## config.mk

```make
export PLATFORM = sky130hd
export DESIGN_NAME = uart_irq_gen
export DESIGN_NICKNAME = d
export VERILOG_FILES = /design/src/rtl/uart_irq_pkg.sv /design/src/rtl/uart_irq_trig.sv /design/src/rtl/uart_irq_rx.sv /design/src/rtl/uart_irq_tx.sv /design/src/rtl/uart_irq_gen.sv
export SDC_FILE = /design/constraint.sdc
export NUM_CORES = 1
export LEC_CHECK = 0
export BUFFER_PORTS_ARGS = -buffer_cell sky130_fd_sc_hd__buf_2
export CORE_AREA = 2 2 39 41
export CTS_BUF_LIST = sky130_fd_sc_hd__clkbuf_8
export DETAILED_ROUTE_END_ITERATION = 8
export DIE_AREA = 0 0 41 43
export PLACE_DENSITY_LB_ADDON = 0.05
export SLEW_MARGIN = 25
export SYNTH_ARGS = -nofsm -noshare
export SYNTH_HDL_FRONTEND = slang
export SYNTH_SLANG_ARGS = --single-unit
```

## constraint.sdc

```tcl
create_clock -name clk -period 2.3 [get_ports clk]
set_clock_uncertainty 0.1 [all_clocks]
set_input_delay 0.46 -clock clk [delete_from_list [all_inputs] [get_ports clk]]
set_output_delay 0.46 -clock clk [all_outputs]
set_load 0.05 [all_outputs]
```

## src/rtl/uart_irq_pkg.sv

```systemverilog
package uart_irq_pkg;

    typedef enum logic [1:0] {
        RX_QUIET   = 2'd0,
        RX_PENDING = 2'd1,
        RX_SERVED  = 2'd2
    } rx_state_e;

    typedef enum logic [1:0] {
        TX_IDLE    = 2'd0,
        TX_ARMED   = 2'd1,
        TX_PENDING = 2'd2
    } tx_state_e;

    localparam int NUM_SRC   = 2;
    localparam int SRC_RX    = 0;
    localparam int SRC_TX    = 1;
    localparam int SEL_W     = 3;

    // Threshold in entries for a trigger code, used by the checker.
    function automatic int trig_entries(input logic [2:0] sel, input int depth);
        case (sel)
            3'd0:    return depth / 8;
            3'd1:    return depth / 4;
            3'd3:    return (depth * 3) / 4;
            3'd4:    return (depth * 7) / 8;
            default: return depth / 2;
        endcase
    endfunction

endpackage

```

## src/rtl/uart_irq_trig.sv

```systemverilog
module uart_irq_trig #(
    parameter int DEPTH = 16,
    parameter int LVL_W = $clog2(DEPTH + 1)
) (
    input  logic [2:0]       sel,
    output logic [LVL_W-1:0] thresh
);
    localparam int EIGHTH = DEPTH / 8;

    always_comb begin
        unique case (sel)
            3'd0:    thresh = LVL_W'(EIGHTH);
            3'd1:    thresh = LVL_W'(EIGHTH * 2);
            3'd3:    thresh = LVL_W'(EIGHTH * 6);
            3'd4:    thresh = LVL_W'(EIGHTH * 7);
            default: thresh = LVL_W'(EIGHTH * 4);
        endcase
    end
endmodule

```

## src/rtl/uart_irq_rx.sv

```systemverilog
module uart_irq_rx
    import uart_irq_pkg::*;
#(
    parameter int LVL_W = 5
) (
    input  logic             clk,
    input  logic             rst_n,
    input  logic             fifo_en,
    input  logic [LVL_W-1:0] level,
    input  logic [LVL_W-1:0] thresh,
    input  logic             present,
    input  logic             rd,
    input  logic             clr,
    output logic             raw
);
    rx_state_e state, state_nx;
    logic      cond;

    assign cond = fifo_en ? (level >= thresh) : present;

    always_ff @(posedge clk or negedge rst_n) begin
        if (!rst_n) state <= RX_QUIET;
        else        state <= state_nx;
    end

    always_comb begin
        state_nx = state;
        unique case (state)
            RX_QUIET:   if (cond) state_nx = RX_PENDING;
            RX_PENDING: begin
                if (!cond)                        state_nx = RX_QUIET;
                else if (clr || (!fifo_en && rd)) state_nx = RX_SERVED;
            end
            RX_SERVED:  if (!cond) state_nx = RX_QUIET;
            default:    state_nx = RX_QUIET;
        endcase
    end

    always_comb begin
        raw = (state == RX_PENDING);
    end
endmodule

```

## src/rtl/uart_irq_tx.sv

```systemverilog
module uart_irq_tx
    import uart_irq_pkg::*;
#(
    parameter int LVL_W = 5
) (
    input  logic             clk,
    input  logic             rst_n,
    input  logic             fifo_en,
    input  logic [LVL_W-1:0] level,
    input  logic [LVL_W-1:0] thresh,
    input  logic             hold_empty,
    input  logic             clr,
    output logic             raw
);
    tx_state_e state, state_nx;
    logic      above;

    assign above = fifo_en ? (level > thresh) : !hold_empty;

    always_ff @(posedge clk or negedge rst_n) begin
        if (!rst_n) state <= TX_IDLE;
        else        state <= state_nx;
    end

    always_comb begin
        state_nx = state;
        unique case (state)
            TX_IDLE:    if (above) state_nx = TX_ARMED;
            TX_ARMED:   if (!above) state_nx = TX_PENDING;
            TX_PENDING: begin
                if (above)    state_nx = TX_ARMED;
                else if (clr) state_nx = TX_IDLE;
            end
            default:    state_nx = TX_IDLE;
        endcase
    end

    always_comb begin
        raw = (state == TX_PENDING);
    end
endmodule

```

## src/rtl/uart_irq_gen.sv

```systemverilog
module uart_irq_gen
    import uart_irq_pkg::*;
#(
    parameter int DEPTH = 16,
    parameter int LVL_W = $clog2(DEPTH + 1)
) (
    input  logic             clk,
    input  logic             rst_n,
    input  logic             fifo_en,
    input  logic [LVL_W-1:0] rx_level,
    input  logic [LVL_W-1:0] tx_level,
    input  logic [2:0]       rx_trig_sel,
    input  logic [2:0]       tx_trig_sel,
    input  logic             rx_present,
    input  logic             tx_hold_empty,
    input  logic             dr_read,
    input  logic [1:0]       irq_mask,
    input  logic [1:0]       irq_clr,
    output logic [1:0]       raw_stat,
    output logic [1:0]       mask_stat,
    output logic             irq
);
    logic [SEL_W-1:0] sel_v [NUM_SRC];
    logic [LVL_W-1:0] thr_v [NUM_SRC];

    assign sel_v[SRC_RX] = rx_trig_sel;
    assign sel_v[SRC_TX] = tx_trig_sel;

    for (genvar g = 0; g < NUM_SRC; g++) begin : g_trig
        uart_irq_trig #(.DEPTH(DEPTH), .LVL_W(LVL_W)) u_trig (
            .sel    (sel_v[g]),
            .thresh (thr_v[g])
        );
    end

    uart_irq_rx #(.LVL_W(LVL_W)) u_rx (
        .clk     (clk),
        .rst_n   (rst_n),
        .fifo_en (fifo_en),
        .level   (rx_level),
        .thresh  (thr_v[SRC_RX]),
        .present (rx_present),
        .rd      (dr_read),
        .clr     (irq_clr[SRC_RX]),
        .raw     (raw_stat[SRC_RX])
    );

    uart_irq_tx #(.LVL_W(LVL_W)) u_tx (
        .clk        (clk),
        .rst_n      (rst_n),
        .fifo_en    (fifo_en),
        .level      (tx_level),
        .thresh     (thr_v[SRC_TX]),
        .hold_empty (tx_hold_empty),
        .clr        (irq_clr[SRC_TX]),
        .raw        (raw_stat[SRC_TX])
    );

    always_comb begin
        mask_stat = raw_stat & irq_mask;
        irq       = |mask_stat;
    end
endmodule

```

==> results.sh, run 1 <==
export IMPL_fmax_mhz=526.0
export IMPL_synth_cells=48
export IMPL_rows=14
export IMPL_wl_per_cell_microns=8.490
export IMPL_fin_crit_ns=1.901
export IMPL_worst_setup_path_start_kind="flop"
export IMPL_clk_pin_slew_ns=0.03
export IMPL_leakage_nw=0.3427
export IMPL_die_w_microns=41
export IMPL_ctsRootBufferMaster="clkbuf_8"
export IMPL_cts_setup_buffers=0
export IMPL_grt_max_degree=6
export IMPL_grt_pass1_vias=359
export IMPL_tightest_slew_ns=0.2596
export IMPL_setup_violations=0
export IMPL_h_tree_depth=1
export IMPL_clock_latency_ns=0.21
export IMPL_holdPathEnd="u_rx.state[0]"
export IMPL_relSlewSlack=0.8261
export IMPL_rsz0062_at_grt="false"
export IMPL_antenna_found_initial=0
export IMPL_drt_pass1_iterations=2
export IMPL_status="finished clean"
export IMPL_grt_overflow_total=0
export IMPL_final_cell_mix="buf_2, nor2_1, ha_1, nor2b_1"
export IMPL_synthesis_nets=80
export IMPL_cts_tree="done"
export IMPL_portBuffers=30
export IMPL_ys_top_cells_by_area="dfrtp_1, ha_1, nor2b_1"
export IMPL_detail_route_antenna_nets=0
export IMPL_hold_depth=1
export IMPL_criticalPathCategory="reg2out"
export IMPL_r2r_cells=3
export IMPL_hold_viol_final=0
export IMPL_ys_seq_elements=4
export IMPL_via_per_inst=4.479
export IMPL_end_kind="primary output"
export IMPL_start_util=0.2902
export IMPL_r2r_setup_slack_ns=1.31
export IMPL_syn_cell_area_sq_um=401.6
export IMPL_final_util=0.4394
export IMPL_cts_sinks=4
export IMPL_ys_seq_area_frac=0.2492
export IMPL_postRouteWirelength_microns=815
export IMPL_syn_avg_cell_area_sq_um=8.367
export IMPL_cts_resized_gates=0
export IMPL_hp_class="reg2reg"
export IMPL_ys_types=20
export IMPL_numCtsBuffers=3
export IMPL_drv_cap=0
export IMPL_core_sq_mm=0.001384
export IMPL_cellPowerDensity_mw_per_mm2=677.3
export IMPL_setup_tns_ns=0
export IMPL_worst_ep_required_time_ns=1.74
export IMPL_vias=430
export IMPL_die_h_microns=43
export IMPL_fin_crit_sh=0.8266
export IMPL_synth_top_cell_area_share=0.2492
export IMPL_drc=0
export IMPL_grt_usage=0.1064
export IMPL_yosys_warnings=0
export IMPL_ctsLongestPathBuffers=2
export IMPL_syn2layout_area_growth_pct=51.40
export IMPL_hold_start="u_rx.state[1]"
export IMPL_irDropWorstVdd_mv=0.2003
export IMPL_arrival_ns=1.34
export IMPL_timing_rr_start="u_rx.state[0]"
export IMPL_final_common_cell="buf_2"
export IMPL_path_max_fanout=3
export IMPL_maxSlewViolCount=0
export IMPL_grt_first_pass_wirelength_mm=1.235
export IMPL_drt_iter0_drc=1
export IMPL_ios=31
export IMPL_hpwl_microns=732.8
export IMPL_startpoint="u_rx.state[0]"
export IMPL_dieArea_sq_mm=0.001763
export IMPL_r2r_end="u_rx.state[1]"
export IMPL_synth_top_area_cell="dfrtp_1"
export IMPL_drive_gt1_frac=0.4375
export IMPL_antennaDiodeCount=0
export IMPL_gp_congestion=0.6099
export IMPL_final_nets=114
worst max-delay path, cell delays in order, from the launching register on:
cell and delay (ns):
dfrtp_1 0.39, nor2b_1 0.16, and2_1 0.16, or2_1 0.21
buf_2 0.21
cell families after synthesis:
| logic type | count (synthesis) | share of synthesized area |
|---|---|---|
| and+or+nand+nor | 18 | 0.2336 |
| AOI/OAI and AO/OA | 11 | 0.1807 |
| adders and majority gates | 6 | 0.1869 |
| DFF | 4 | 0.2492 |
| buffers and inverters | 6 | 0.07474 |
| muxes | 3 | 0.07477 |
flip-flops by register name, summed over array words and instances (netlist names):
name	count
u_rx.state	2
u_tx.state	2
how the worst max path moves through the flow:
stage | depth (start not counted) | endpoint | slack, ns
floorplan | 3 | irq | 0.28
global placement | 8 | u_rx.state[1] | 0.51
detailed placement | 8 | u_rx.state[1] | 0.46
CTS | 4 | irq | 0.39
global route | 4 | irq | 0.31
finish | 4 | irq | 0.40
cells in the mapped netlist:
cell	instances
a21oi_1	4
dfrtp_1	4
o21ai_0	1
and2_1	2
inv_1	3
or2_1	1
inv_2	1
buf_4	2
nor3_1	1
a31oi_1	2
a2111oi_2	1
nand4b_1	1
mux2i_1	3
nor2_1	6
a211oi_1	1
nor2b_1	5
ha_1	6
o21ai_1	1
a21o_1	1
nand2_1	2
metrics by stage:
stage	hold WS (ns)	setup slack [ns]	power, mW	instance area, sq um	std cells
global route	0.3771	0.3126	0.4403	608.1	96
finish	0.3544	0.3988	0.4118	608.1	96
floorplan	0.06441	0.2780	0.2285	401.6	48
CTS	0.3586	0.3907	0.4174	608.1	96
global placement	0.1697	0.5101	0.2679	556.8	92
detailed placement	0.1704	0.4629	0.2676	556.8	92
power by group:
part,leakage (nW),internal (mW),switching [mW],total (mW)
Clock,0.0216,0.111,0.0344,0.146
Combinational,0.271,0.0633,0.102,0.166
Sequential,0.0498,0.0865,0.0139,0.100
layer usage:
metal / share of wire / vias up / GRT usage
li1: - / 231 / -
met1: 0.39 / 177 / 0.1061
met2: 0.50 / 20 / 0.1719
met3: 0.087 / 2 / 0.01571
met4: 0.016 / 0 / 0.1000
met5: 0 / - / 0
final cells by class:
cell class,count,area [sq um]
Sequential cell,4,100.1
Fill cell,146,775.7
Clock buffer,3,41.29
Inverter,4,15.01
Tap cell,16,20.02
Multi-Input combinational cell,38,271.5
Timing Repair Buffer,31,160.2
repair_timing:
action                     in CTS  in global routing
hold endpoints to repair        4                  0
setup endpoints to repair       0                  0
hold buffers                    1                  0
(Power assumes the default switching activity.)
==> run 2: changes to the inputs <==
clock period = 1.61 ns   (was 2.3 ns; I/O delays follow)
==> results.sh, run 2 (synthesized netlist as in run 1, its figures left out) <==
export IMPL_status="finished with violations"
export IMPL_violations="negative setup slack"
export IMPL_switchingPower_mw=0.2346
export IMPL_dieArea_sq_mm=0.001763
export IMPL_hpwl_microns=793.8
export IMPL_leakage_nw=0.3803
export IMPL_grt_overflow_total=0
export IMPL_reg_top3="u_rx.state x2, u_tx.state x2"
export IMPL_postRouteWirelength_microns=888
export IMPL_portBuffers=30
export IMPL_grt_max_degree=6
export IMPL_setup_ws_ns=-0.04586
export IMPL_irDropWorstVdd_mv=0.3169
export IMPL_ctsLongestPathBuffers=2
export IMPL_pwr_share_comb=0.468
export IMPL_fmax_mhz=603.9
export IMPL_routed_wl_met3_microns=67
export IMPL_r2r_end="u_rx.state[1]"
export IMPL_startpoint="u_rx.state[0]"
export IMPL_fin_crit_ns=1.656
export IMPL_drc=0
export IMPL_tightest_slew_ns=0.2529
export IMPL_p_int_mw=0.4317
export IMPL_worst_ep_required_time_ns=1.19
export IMPL_cts_setup_buffers=0
export IMPL_core_sq_mm=0.001384
export IMPL_final_cell_mix="buf_2, nor2_1, ha_1, buf_4"
export IMPL_via_per_inst=4.376
export IMPL_path_max_fanout=2
export IMPL_wl_per_cell_microns=8.792
export IMPL_fin_crit_sh=1.028
export IMPL_met1_length_microns=367
export IMPL_dr_max_layer_used="met3"
export IMPL_gp_congestion=0.6566
export IMPL_multi_input_area_sq_um=300.3
export IMPL_r2r_setup_slack_ns=0.57
export IMPL_final_util=0.4946
export IMPL_cts_sinks=4
export IMPL_final_common_cell="buf_2"
export IMPL_rsz0062_at_grt="true"
export IMPL_drt_iter0_drc=7
export IMPL_timing_rr_start="u_rx.state[0]"
export IMPL_die_w_microns=41
export IMPL_clk_pin_slew_ns=0.03
export IMPL_fin_hold_ws_ns=0.3131
export IMPL_rows=14
export IMPL_relSlewSlack=0.8311
export IMPL_r2r_cells=4
export IMPL_drive_gt1_frac=0.5412
export IMPL_die_h_microns=43
export IMPL_hp_class="in2reg"
export IMPL_cts_tree="done"
export IMPL_regArea_sq_um=100.1
export IMPL_setup_tns_ns=-0.04586
export IMPL_cellPowerDensity_mw_per_mm2=973.6
export IMPL_crit_path_end="irq"
export IMPL_drt_pass1_iterations=2
export IMPL_antenna_found_initial=0
export IMPL_ctsRootBufferMaster="clkbuf_8"
export IMPL_start_util=0.2902
export IMPL_h_tree_depth=1
export IMPL_numCtsBuffers=3
export IMPL_detail_route_antenna_nets=0
export IMPL_grt_pass1_vias=403
export IMPL_vias=442
export IMPL_p_clk_frac=0.313
export IMPL_worst_setup_path_start_kind="flop"
export IMPL_setup_violations=1
export IMPL_clock_latency_ns=0.22
export IMPL_drv_cap=0
export IMPL_final_nets=119
export IMPL_hold_viol_final=0
export IMPL_antennaDiodeCount=0
export IMPL_swShare=0.3521
export IMPL_criticalPathCategory="reg2out"
export IMPL_arrival_ns=1.23
export IMPL_grt_usage=0.1229
export IMPL_fillers=148
export IMPL_ios=31
export IMPL_end_kind="primary output"
export IMPL_seqPwrFrac=0.219
export IMPL_dr_wl_met2_microns=453
export IMPL_grt_first_pass_wirelength_mm=1.469
export IMPL_maxSlewViolCount=0
export IMPL_syn2layout_area_growth_pct=70.40
run 2: worst min path at each step:
stage / from / to / slack, ns / cells after the start
after floorplan: rst_n / u_rx.state[0] / -0.07 / 0
after global placement: rst_n / u_tx.state[0] / 0.03 / 1
after detailed placement: rst_n / u_tx.state[1] / 0.03 / 1
after CTS: irq_clr[0] / u_rx.state[0] / 0.31 / 3
after global routing: irq_clr[0] / u_rx.state[0] / 0.32 / 3
final: irq_clr[0] / u_rx.state[0] / 0.31 / 3
run 2: through the flow:
stage	instance area, sq um	setup slack [ns]	power (mW)	std cells
after CTS	678.2	-0.05502	0.6712	101
final	684.4	-0.04586	0.6663	101
after floorplan	406.6	0.01846	0.3337	48
after global placement	599.3	-0.03547	0.4203	97
after global routing	684.4	-0.07862	0.7105	101
after detailed placement	599.3	-0.08201	0.4205	97
run 2: critical path: stages, from the launching register on:
cell and delay [ns]:
dfrtp_1 0.37, nor2b_4 0.13, and2_4 0.13, or2_4 0.24, buf_8 0.15
run 2: per-layer routing:
layer	vias up	track usage
li1	243	-
met1	182	0.1396
met2	17	0.1906
met3	0	0.01571
met4	0	0.1000
met5	-	0
run 2: power by group through the flow:
stage | combinational, mW | sequential (mW) | clock [mW]
2_1_floorplan | 0.193 | 0.140 | 0
3_3_place_gp | 0.280 | 0.140 | 0
3_5_place_dp | 0.281 | 0.140 | 0
4_1_cts | 0.312 | 0.146 | 0.213
5_1_grt | 0.339 | 0.148 | 0.224
6_report | 0.312 | 0.146 | 0.209
run 2: final cells by class:
cell class,count,share of cell area
timing repair buffer,36,0.3035
tap,16,0.02925
sequential,4,0.1463
inverter,4,0.02194
multi-input combinational,38,0.4388
clock buffer,3,0.06033
run 2: repair_timing:
action,in CTS,in global routing
gates resized for setup,9,1
pin swaps,2,3
setup endpoints to repair,1,4
endpoints found under the hold margin,4,0
hold buffers,1,0
==> run 3: changes to the inputs <==
CELL_PAD_IN_SITES_DETAIL_PLACEMENT = 0   (was not set)
CELL_PAD_IN_SITES_GLOBAL_PLACEMENT = 1   (was not set)
CORE_AREA = not set   (was 2 2 39 41)
CORE_MARGIN = 2   (was not set)
CORE_UTILIZATION = 24   (was not set)
DIE_AREA = not set   (was 0 0 41 43)
PLACE_DENSITY = 0.75   (was not set)
PLACE_DENSITY_LB_ADDON = not set   (was 0.05)
==> results.sh, run 3 (synthesized netlist as in run 1, its figures left out) <==
export IMPL_status="finished with violations"
export IMPL_vias=466
export IMPL_detail_route_antenna_nets=0
export IMPL_setup_tns_ns=-0.04946
export IMPL_relSlewSlack=0.8322
export IMPL_grt_max_degree=6
export IMPL_pre_cts_ws_ns=-0.09908
export IMPL_grt_overflow_total=0
export IMPL_hold_viol_final=0
export IMPL_clk_pin_slew_ns=0.03
export IMPL_cp_slowest_cell="dfrtp_1"
export IMPL_final_cell_mix="buf_2, buf_4, nor2_1, ha_1"
export IMPL_drt_pass1_iterations=4
export IMPL_cellPowerDensity_mw_per_mm2=977.0
export IMPL_ctsRootBufferMaster="clkbuf_8"
export IMPL_crit_path_max_incr_delay_ns=0.37
export IMPL_cts_tree="done"
export IMPL_rows=14
export IMPL_drive_gt1_frac=0.5517
export IMPL_p_clk_frac=0.306
export IMPL_grt_pass1_vias=442
export IMPL_tightest_slew_ns=0.2512
export IMPL_criticalPathCategory="reg2out"
export IMPL_ios=31
export IMPL_irDropWorstVdd_mv=0.3245
export IMPL_maxSlewViolCount=0
export IMPL_final_nets=121
export IMPL_drc=0
export IMPL_worst_ep_required_time_ns=1.19
export IMPL_grt_first_pass_wirelength_mm=1.552
export IMPL_final_common_cell="buf_2"
export IMPL_pwr_share_comb=0.481
export IMPL_fmax_mhz=602.6
export IMPL_via_per_inst=4.524
export IMPL_fin_crit_sh=1.031
export IMPL_postRouteWirelength_microns=942
export IMPL_hp_class="in2reg"
export IMPL_wl_per_cell_microns=9.146
export IMPL_die_h_microns=44.91
export IMPL_cts_sinks=4
export IMPL_end_kind="primary output"
export IMPL_dieArea_sq_mm=0.002017
export IMPL_gp_congestion=0.8094
export IMPL_die_w_microns=44.91
export IMPL_fin_cells=103
export IMPL_final_util=0.4537
export IMPL_grt_usage=0.1130
export IMPL_swShare=0.3499
export IMPL_h_tree_depth=1
export IMPL_core_sq_mm=0.001541
export IMPL_reg_top3="u_rx.state x2, u_tx.state x2"
export IMPL_fin_crit_ns=1.659
export IMPL_antennaDiodeCount=0
export IMPL_rsz0062_at_grt="true"
export IMPL_clock_latency_ns=0.22
export IMPL_path_max_fanout=2
export IMPL_switchingPower_mw=0.2391
export IMPL_worst_setup_path_start_kind="flop"
export IMPL_drt_iter0_drc=1
export IMPL_seqPwrFrac=0.213
export IMPL_placed_cells=97
export IMPL_p_int_mw=0.4442
export IMPL_arrival_ns=1.24
export IMPL_fin_hold_ws_ns=0.3302
export IMPL_hpwl_microns=793.7
export IMPL_setup_violations=1
export IMPL_antenna_found_initial=0
export IMPL_numCtsBuffers=3
export IMPL_portBuffers=30
export IMPL_ctsLongestPathBuffers=2
export IMPL_start_util=0.2606
export IMPL_setup_ws_ns=-0.04946
export IMPL_drv_cap=0
export IMPL_syn2layout_area_growth_pct=74.14
export IMPL_leakage_nw=0.3907
export IMPL_violations="negative setup slack"
export IMPL_worstPathCellList="nor2b_4, and2_4, or2_4, buf_8"
## run 3: cell count changes in the layout (fill, tap and decap cells not counted)
cell   previous run  this run
buf_4             5         7
## run 3: path summary, 6_finish.rpt
path / from / to / slack [ns] / cells past startpoint
setup / recovery: u_tx.state[1] / irq / -0.05 / 4
hold / removal: irq_clr[0] / u_rx.state[0] / 0.33 / 3
setup reg to reg: u_rx.state[0] / u_rx.state[0] / 0.50 / 3
hold reg to reg: u_rx.state[1] / u_rx.state[0] / 0.41 / 1
max in group asynchronous: rst_n / u_tx.state[0] / 0.95 / 2
min in group asynchronous: rst_n / u_rx.state[1] / 0.34 / 2
## run 3: worst max-delay path: cells and delay by family, from the launching register on
kind                   cells  cell delay [ns]
buffers and inverters      1             0.15
flip-flops                 1             0.37
AND/OR/NAND/NOR            3             0.50
## run 3: per-stage QoR
step	power (mW)	instance area (sq um)
floorplan	0.3337	406.6
global placement	0.4171	599.3
detailed placement	0.4207	599.3
CTS	0.6868	693.2
global route	0.7245	699.4
finish	0.6833	699.4
## run 3: repair_timing
action | 4_1_cts | 5_1_grt
endpoints found under the setup margin | 1 | 4
pin swaps | 3 | 0
setup buffers | 2 | 0
gates resized for setup | 9 | 1
hold buffers | 1 | 0
hold endpoints to repair | 4 | 0
## run 3: metal layers
layer / vias to the layer above / global-route usage / part of all wire
met2: 22 / 0.1797 / 0.46
met5: - / 0 / 0
met1: 195 / 0.1238 / 0.40
met4: 0 / 0.1412 / 0.058
met3: 4 / 0 / 0.085
li1: 245 / - / -
## run 3: area by class of cell
| cell class | instances | area [sq um] |
|---|---|---|
| inverters | 4 | 15.01 |
| fillers | 173 | 842.1 |
| flip-flops and latches | 4 | 100.1 |
| clock buffers | 3 | 41.29 |
| multi-input cells | 38 | 300.3 |
| repair buffers | 38 | 222.7 |
| well taps | 16 | 20.02 |
## run 3: power by group through the flow
stage | Sequential [mW] | Combinational, mW | Clock (mW)
global placement | 0.138 | 0.279 | 0
CTS | 0.146 | 0.328 | 0.213
detailed placement | 0.140 | 0.281 | 0
finish | 0.145 | 0.329 | 0.209
global route | 0.149 | 0.357 | 0.219
floorplan | 0.140 | 0.193 | 0
